`src/rtl/pixrx_pkg.sv`:
```
// Shared types and defaults for the chained pixel receiver.
// Assumes nothing beyond the parameters of the top module.
package pixrx_pkg;
    // Receiver phases: hunting for the start run, grabbing own frame, passing downstream
    typedef enum logic [1:0] {
        ST_HUNT = 2'd0,
        ST_GRAB = 2'd1,
        ST_PASS = 2'd2
    } rx_state_e;

    localparam int DEF_START_ZEROS = 32;
    localparam int DEF_GREY_W      = 5;
    localparam int DEF_NCH         = 3;
endpackage

```
`src/rtl/pixrx_edge.sv`:
```
// Data clock edge detector and clock regenerator.
// Assumes dclk is synchronous to clk, with each high and low phase at least two clk cycles.
// rise is high in the clk cycle where dclk is first seen high.
// dclk_out is dclk delayed by two clk cycles.
module pixrx_edge (
    input  logic clk,
    input  logic rst_n,
    input  logic dclk,
    output logic rise,
    output logic dclk_out
);
    logic dclk_q;
    logic dclk_q2;

    // Delay line for the data clock: one stage for edge detection, two for regeneration
    always_ff @(posedge clk) begin
        if (!rst_n) begin
            dclk_q  <= 1'b0;
            dclk_q2 <= 1'b0;
        end else begin
            dclk_q  <= dclk;
            dclk_q2 <= dclk_q;
        end
    end

    // Rising edge seen in the current cycle
    assign rise     = dclk & ~dclk_q;
    assign dclk_out = dclk_q2;
endmodule

```
`src/rtl/pixrx_ctrl.sv`:
```
// Frame sequencer: counts the start run of zeros, grabs the node's own frame,
// then forwards bits downstream while keeping frame alignment.
// It raises load_req on the first zero seen at a frame boundary.
// Assumes bit_rise marks the cycle in which din holds a valid bit.
module pixrx_ctrl
    import pixrx_pkg::*;
#(
    parameter int START_ZEROS = DEF_START_ZEROS,
    parameter int GREY_W      = DEF_GREY_W,
    parameter int NCH         = DEF_NCH,
    parameter int WORD_W      = NCH * GREY_W
) (
    input  logic              clk,
    input  logic              rst_n,
    input  logic              bit_rise,
    input  logic              din,
    output logic              dout,
    output logic              load_req,
    output logic [WORD_W-1:0] word
);
    localparam int FRAME_W = WORD_W + 1;
    localparam int ZC_W    = $clog2(START_ZEROS + 1);
    localparam int POS_W   = $clog2(FRAME_W);

    rx_state_e        st;
    logic [ZC_W-1:0]  zcnt;
    logic [POS_W-1:0] pos;
    logic             armed;

    // Start run complete
    assign armed = (zcnt == ZC_W'(START_ZEROS));

    // Trailing pulse detected at a frame boundary while passing
    assign load_req = bit_rise && (st == ST_PASS) && (pos == '0) && !din;

    // Sequencer, capture shifter and forwarded data register
    always_ff @(posedge clk) begin
        if (!rst_n) begin
            st   <= ST_HUNT;
            zcnt <= '0;
            pos  <= '0;
            word <= '0;
            dout <= 1'b0;
        end else if (bit_rise) begin
            dout <= (st == ST_PASS) ? din : 1'b0;
            case (st)
                ST_HUNT: begin
                    if (din) begin
                        zcnt <= '0;
                        if (armed) begin
                            st  <= ST_GRAB;
                            pos <= '0;
                        end
                    end else if (!armed) begin
                        zcnt <= zcnt + ZC_W'(1);
                    end
                end
                ST_GRAB: begin
                    word <= {word[WORD_W-2:0], din};
                    if (pos == POS_W'(WORD_W - 1)) begin
                        st  <= ST_PASS;
                        pos <= '0;
                    end else begin
                        pos <= pos + POS_W'(1);
                    end
                end
                ST_PASS: begin
                    if (pos == '0 && !din) begin
                        st   <= ST_HUNT;
                        zcnt <= ZC_W'(1);
                    end else if (pos == POS_W'(FRAME_W - 1)) begin
                        pos <= '0;
                    end else begin
                        pos <= pos + POS_W'(1);
                    end
                end
                default: st <= ST_HUNT;
            endcase
        end
    end
endmodule

```
`src/rtl/pixrx_hold.sv`:
```
// Active colour register: takes the captured word on load_req,
// pulses load for one cycle and splits the word into channels.
// Channel 0 comes from the most significant field.
// Assumes load_req is a single-cycle request.
module pixrx_hold #(
    parameter int GREY_W = 5,
    parameter int NCH    = 3,
    parameter int WORD_W = NCH * GREY_W
) (
    input  logic                         clk,
    input  logic                         rst_n,
    input  logic                         load_req,
    input  logic [WORD_W-1:0]            word,
    output logic                         load,
    output logic [NCH-1:0][GREY_W-1:0]   grey
);
    logic [WORD_W-1:0] act;

    // Active word and load strobe
    always_ff @(posedge clk) begin
        if (!rst_n) begin
            act  <= '0;
            load <= 1'b0;
        end else begin
            load <= load_req;
            if (load_req) act <= word;
        end
    end

    // Split into channels, first field first
    for (genvar c = 0; c < NCH; c++) begin : g_chan
        assign grey[c] = act[WORD_W-1-c*GREY_W -: GREY_W];
    end
endmodule

```
`src/rtl/pixrx_node.sv`:
```
// Chained pixel receiver node: the top of the per-node serial input stage.
// It claims the first frame after a start run, forwards the rest
// with a regenerated clock, and presents red, green and blue grey levels.
// Assumes dclk is synchronous to clk and each dclk phase spans at least two clk cycles.
module pixrx_node
    import pixrx_pkg::*;
#(
    parameter int START_ZEROS = DEF_START_ZEROS,
    parameter int GREY_W      = DEF_GREY_W
) (
    input  logic              clk,
    input  logic              rst_n,
    input  logic              din,
    input  logic              dclk,
    output logic              dout,
    output logic              dclk_out,
    output logic [GREY_W-1:0] rgb_r,
    output logic [GREY_W-1:0] rgb_g,
    output logic [GREY_W-1:0] rgb_b,
    output logic              load
);
    localparam int NCH    = 3;
    localparam int WORD_W = NCH * GREY_W;

    logic                       rise;
    logic                       load_req;
    logic [WORD_W-1:0]          word;
    logic [NCH-1:0][GREY_W-1:0] grey;

    pixrx_edge u_edge (
        .clk      (clk),
        .rst_n    (rst_n),
        .dclk     (dclk),
        .rise     (rise),
        .dclk_out (dclk_out)
    );

    pixrx_ctrl #(
        .START_ZEROS (START_ZEROS),
        .GREY_W      (GREY_W),
        .NCH         (NCH),
        .WORD_W      (WORD_W)
    ) u_ctrl (
        .clk      (clk),
        .rst_n    (rst_n),
        .bit_rise (rise),
        .din      (din),
        .dout     (dout),
        .load_req (load_req),
        .word     (word)
    );

    pixrx_hold #(
        .GREY_W (GREY_W),
        .NCH    (NCH),
        .WORD_W (WORD_W)
    ) u_hold (
        .clk      (clk),
        .rst_n    (rst_n),
        .load_req (load_req),
        .word     (word),
        .load     (load),
        .grey     (grey)
    );

    // Channel order: red first, then green, then blue
    assign rgb_r = grey[0];
    assign rgb_g = grey[1];
    assign rgb_b = grey[2];
endmodule

```
`config.mk`:
```
export PLATFORM = sky130hd
export DESIGN_NAME = pixrx_node
export DESIGN_NICKNAME = d
export VERILOG_FILES = /design/src/rtl/pixrx_pkg.sv /design/src/rtl/pixrx_edge.sv /design/src/rtl/pixrx_ctrl.sv /design/src/rtl/pixrx_hold.sv /design/src/rtl/pixrx_node.sv
export SDC_FILE = /design/constraint.sdc
export NUM_CORES = 1
export LEC_CHECK = 0
export ABC_AREA = 1
export BUFFER_PORTS_ARGS = -buffer_cell sky130_fd_sc_hd__buf_2
export CAP_MARGIN = 20
export CORE_AREA = 2 2 64 66
export CTS_BUF_LIST = sky130_fd_sc_hd__clkbuf_8 sky130_fd_sc_hd__clkbuf_16
export CTS_CLUSTER_DIAMETER = 150
export DETAILED_ROUTE_END_ITERATION = 12
export DIE_AREA = 0 0 66 68
export PLACE_DENSITY = 0.87
export SLEW_MARGIN = 20
export SYNTH_ARGS = -nofsm -noshare
export SYNTH_HDL_FRONTEND = slang
export SYNTH_SLANG_ARGS = --single-unit
```
`constraint.sdc`:
```
create_clock -name clk -period 1.6 [get_ports clk]
set_input_delay 0 -clock clk [delete_from_list [all_inputs] [get_ports clk]]
set_output_delay 0 -clock clk [all_outputs]
set_load 0.005 [all_outputs]
```
### Yosys cells after proc, flatten, opt, wreduce, memory -nomap -nowiden

Cells that the tools add are included.

| operators by class | value |
|---|---|
| equal/unequal tests | 11 |
| reductions and logical operators | 13 |
| multiplexer cells | 16 |
| bitwise logic cells | 2 |
| add/subtract/negate cells | 2 |

Operator list:

| cell | count |
|---|---|
| $mux 4 | 5 |
| $mux 6 | 3 |
| $pmux 4 s3 | 1 |
| $pmux 6 s2 | 1 |
| $reduce_and 5->1 | 2 |
| $eq 4x4->1 const B | 2 |
| $mux 2 | 4 |
| $add 6x1->6 const B | 1 |
| $eq 6x6->1 const B | 1 |
| $ne 2x2->1 const B | 3 |
| $pmux 2 s3 | 1 |
| $add 4x1->4 const B | 1 |
| $logic_and 1x1->1 | 4 |
| $logic_not 4->1 | 1 |
| $ne 2x1->1 const B | 2 |
| $reduce_and 4->1 | 1 |
| $ne 3x3->1 const B | 1 |
| $reduce_bool 3->1 | 1 |
| $eq 2x1->1 const B | 1 |
| $eq 2x2->1 const B | 1 |
| $logic_not 2->1 | 1 |
| $reduce_and 2->1 | 1 |
| $reduce_bool 2->1 | 1 |
| $and 1x1->1 | 1 |
| 3 further kinds | 3 |

| word-level totals | value |
|---|---|
| output and inout port bits | 18 |
| register bits | 46 |
| input bits | 4 |
| logic and storage cells | 53 |

### Longest topological paths before layout

| depth | value |
|---|---|
| depth after elaboration | 5 |
| gate-level depth with buffers | 11 |
| gate-level depth less buffers | 11 |

### By module

From an unflattened synthesis, not the netlist that was laid out.

| unflattened totals | value |
|---|---|
| cell total of the unflattened synthesis | 325 |
| area, all modules | 2250.9 µm² |

By module, submodules not included:

| module | cells each | seq. area each (µm²) | instances | area an instance (µm²) |
|---|---|---|---|---|
| pixrx_ctrl | 219 | 560.5 | 1 | 1517.7 |
| pixrx_hold | 98 | 320.3 | 1 | 668.1 |
| pixrx_edge | 8 | 40.0 | 1 | 65.1 |

### Worst setup path after synthesis

Ideal clock, no wire load.

| path | value |
|---|---|
| path kind | register -> register |
| start point | register u_ctrl.st[0] |
| end point | register u_ctrl.pos[1] |
| cell stages (with the launch flop) | 11 |
| data arrival time | 1237 ps |
| slack | 250 ps |
| period minus slack after synthesis | 1350 ps |
| setup time | 113 ps |
| buffers on the path | 0 |
| data required time | 1487 ps |
| cell sequence | dfxtp_1 -> inv_1 -> ha_1 -> nor2_1 -> a21oi_1 -> nand2_1 -> inv_2 -> nand2_1 -> inv_1 -> nor2_1 -> nor2_1 |

| on the way | value |
|---|---|
| word-level cells in the longest chain between the ends | 3 |
| elaborated cells between the ends (all ways) | 9 |
| classes of those cells | eq/ne (5); mux (1); reduce/logical (3) |

Ends and longest elaborated chain:

| item | RTL line | source |
|---|---|---|
| from (decl) | pixrx_ctrl.sv:25 | `rx_state_e st;` |
| from (signal assigned) | pixrx_ctrl.sv:39 | `st <= ST_HUNT;` |
| from (signal assigned) | pixrx_ctrl.sv:51 | `st <= ST_GRAB;` |
| from (signal assigned) | pixrx_ctrl.sv:61 | `st <= ST_PASS;` |
| $eq 2x2->1, or another cell as far along | pixrx_ctrl.sv:46 | `case (st)` |
| $ne 2x2->1 (no line), or another cell as far along | -- |  |
| $reduce_and 5->1 (no line) | -- |  |
| to (signal assigned) | pixrx_ctrl.sv:64 | `pos <= pos + POS_W'(1);` |
| to (signal assigned) | pixrx_ctrl.sv:74 | `pos <= pos + POS_W'(1);` |
| to (decl) | pixrx_ctrl.sv:27 | `logic [POS_W-1:0] pos;` |

Several ways; a longest one is shown, not always the timed one.
A chain may end at the register's enable or synchronous reset.

### Worst setup path after layout

| path | value |
|---|---|
| start point | register u_ctrl.pos[0] |
| end point | register u_ctrl.zcnt[3] |

| on the way | value |
|---|---|
| word-level cells in the longest chain between the ends | 4 |

Ends and longest elaborated chain:

| item | RTL line | source |
|---|---|---|
| $logic_not 4->1 | pixrx_ctrl.sv:68 | `if (pos == '0 && !din) begin` |
| $logic_and 1x1->1 | pixrx_ctrl.sv:68 |  |
| $ne 2x2->1 (no line) | -- |  |
| $reduce_and 4->1 (no line) | -- |  |
| to (signal assigned) | pixrx_ctrl.sv:55 | `zcnt <= zcnt + ZC_W'(1);` |
| to (decl) | pixrx_ctrl.sv:26 | `logic [ZC_W-1:0] zcnt;` |

No other way between the ends.

==> results.ini <==
[worst_hold_path]
hold_class = in -> reg

[setup_path]
endpoint_kind = register
slowest_stage = dfxtp_2
cp_common_cell = nor2_1
path_max_fanout = 5
critPathKind = reg -> reg
startpoint_type = register
critPathBufInv = 3
cp_top_family = simple AND/OR/NAND/NOR gates
slowest_delay_ps = 380
path_cells = inv_1 > ha_1 > inv_2 > nor2_8 > nand2_1 > nand2_2 > buf_4 > nand3_2 > nor2_1 > nor2_1 > nor2_1
arrival_ps = 1710
crit_required_ps = 1810

[floorplanning]
ios = 22
die_x_um = 66
die_h_um = 68
start_util_pct = 54.2
core_um2 = 3860
die_area_um2 = 4490
placement_rows = 23

[clock_network]
cts_made_buffers = 5
clock_latency_ps = 310
cts_tree = done
cts.sinks = 46
clk_pin_slew_ps = 90
htree_levels = 2
clockBufferDepth = 2
cts.root.buffer_cell = clkbuf_8

[final_layout]
drive_gt1_share_pct = 17.7
final_common_cell = nand2_1
post-route-util_pct = 62.7
layout_common_cells = nand2_1, dfxtp_1, nor2_1
n_antenna_cell = 0
syn_to_final_growth_pct = 15.6
num-fill-cells = 361
fin_nets = 322
instances_no_fill = 361

[sta]
fin_skew_ps = 6.35
finalSetupTns_ps = 0
fin_crit_sh_pct = 93.9
final-hold-violation-count = 0
slew_headroom_pct = 74.0
drv_slew = 0
timing.fmax_ghz = 0.666
worst_slack_ps = 98.1
min_period_ps = 1500
hold_slack_ps = 83.0
tightest_slew_ps = 389
setup_violations = 0

[yosys]
synth_area_leaders = dfxtp_1, nand2_1, a21oi_1, nor2_1, inv_1
yosys_warnings = 0
ys_ff_latch = 46
synthesis.nets = 297
netlist_area_um2 = 2090
synthesis.instances = 285
ys_types = 22
synth_top_area_share_pct = 44.0
synth_area_leader_cell = dfxtp_1
syn_area_per_cell_um2 = 7.34
ys_seq_area_share_pct = 44.0

[flow_run]
cap_violations = 0

[place]
place_ws_ps = 37.1
io_buffers = 21
dp.cells = 351
dpl.hpwl_um = 2940
gp_congestion = 0.809

[power_and_ir_drop]
power_density_nw_per_um2 = 870
ir_drop_mv = 0.378
leakagePower_nw = 1.08

[route]
routedWlPerCell_um = 11.9
via_per_inst = 5.10
num_vias = 1840
firstDrtPassIters = 4
drt_iter0_drc = 93
drc = 0
postRouteAntennaNets = 0
wirelength_um = 4300

[grt]
grt_pass1_wl_um = 6980
antenna_found_initial = 0
overflow = 0
grt_max_degree = 24
grt.total_usage_pct = 20.2
grt_pass1_vias = 1667

[run_status]
status = finished clean

power breakdown:
group          switching, mW  total (mW)  leakage (nW)  internal, mW
clock network          0.396       0.855        0.0556         0.460
registers            0.00256        1.15         0.373          1.15
logic                 0.0662      0.0980         0.654        0.0318
total                  0.464        2.10          1.08          1.64
sequential cells by signal, indices dropped and copies added (netlist names), 2 cells and up:
register     cells
u_ctrl.pos       4
u_ctrl.st        2
u_ctrl.zcnt      6
u_ctrl.word     15
u_hold.act      15
per-layer routing:
metal  share of wire, %  wire length, um  vias to the layer above  global-route usage [%]
li1                   -                -                      954                       -
met1                 47             2040                      839                    24.4
met3                4.2              180                        3                    5.26
met5                  0                0                        -                       0
met4               0.63               27                        0                    8.67
met2                 48             2050                       44                    34.3
Yosys cell counts:
cell type / n
nand2_1: 47
dfxtp_1: 46
nor2_1: 40
inv_1: 37
a21oi_1: 33
o21ai_0: 21
nand3_1: 19
ha_1: 8
o21ai_1: 7
clkbuf_1: 4
nand4_1: 4
buf_2: 3
buf_6: 3
inv_2: 2
nor2_2: 2
nor2_4: 2
xor2_1: 2
nand2_2: 1
nand2_4: 1
nand3_2: 1
nor2_8: 1
nor3b_1: 1
worst min-delay path: cells and delay by family:
kind | cells | cell delay [ps]
simple gates | 1 | 110
buf+inv | 1 | 180
compound gates | 1 | 60
through the flow:
step / cell area [um2] / power [mW]
4_1_cts: 2360 / 2.12
3_5_place_dp: 2240 / 1.27
6_report: 2420 / 2.10
2_1_floorplan: 2090 / 1.25
5_1_grt: 2420 / 2.18
3_3_place_gp: 2240 / 1.27
kinds of logic (layout without fill, tap and decap cells):
group                      Yosys count  in the layout  synth area share [%]
DFF                                 46             46                  44.0
and+or+nand+nor                    119            119                  25.7
AOI/OAI and AO/OA                   61             61                  14.6
adders and majority gates            8              8                  4.79
xor gates and xnor gates             2              2                 0.838
buffers and inverters               49             75                  10.1
layout make-up:
class                      instances  area [um2]  area share, %
clock buffer                       5        68.8           2.85
sequential                        46         925           38.3
inverter                          39         146           6.06
clock inverter                     3        41.3           1.71
timing repair buffer              28         176           7.30
tap                               50        62.6           2.59
multi-input combinational        190         997           41.3
worst paths after layout:
path | end | startpoint | depth (start not counted) | slack (ps)
max | u_ctrl.zcnt[3]$_SDFFE_PN0P_ | u_ctrl.pos[0]$_SDFFE_PN0P_ | 11 | 100
min | u_ctrl.dout$_SDFFE_PN0N_ | din | 3 | 80
max reg2reg | u_ctrl.zcnt[3]$_SDFFE_PN0P_ | u_ctrl.pos[0]$_SDFFE_PN0P_ | 11 | 100
min reg2reg | u_edge.dclk_out$_SDFF_PN0_ | u_edge.dclk_q$_SDFF_PN0_ | 2 | 430
repair_timing:
item,in CTS,in global routing
endpoints found under the setup margin,0,24
gates resized for setup,0,14
buffers inserted,0,1
endpoints found under the hold margin,1,0
hold buffers,1,0
(Power assumes the default switching activity.)
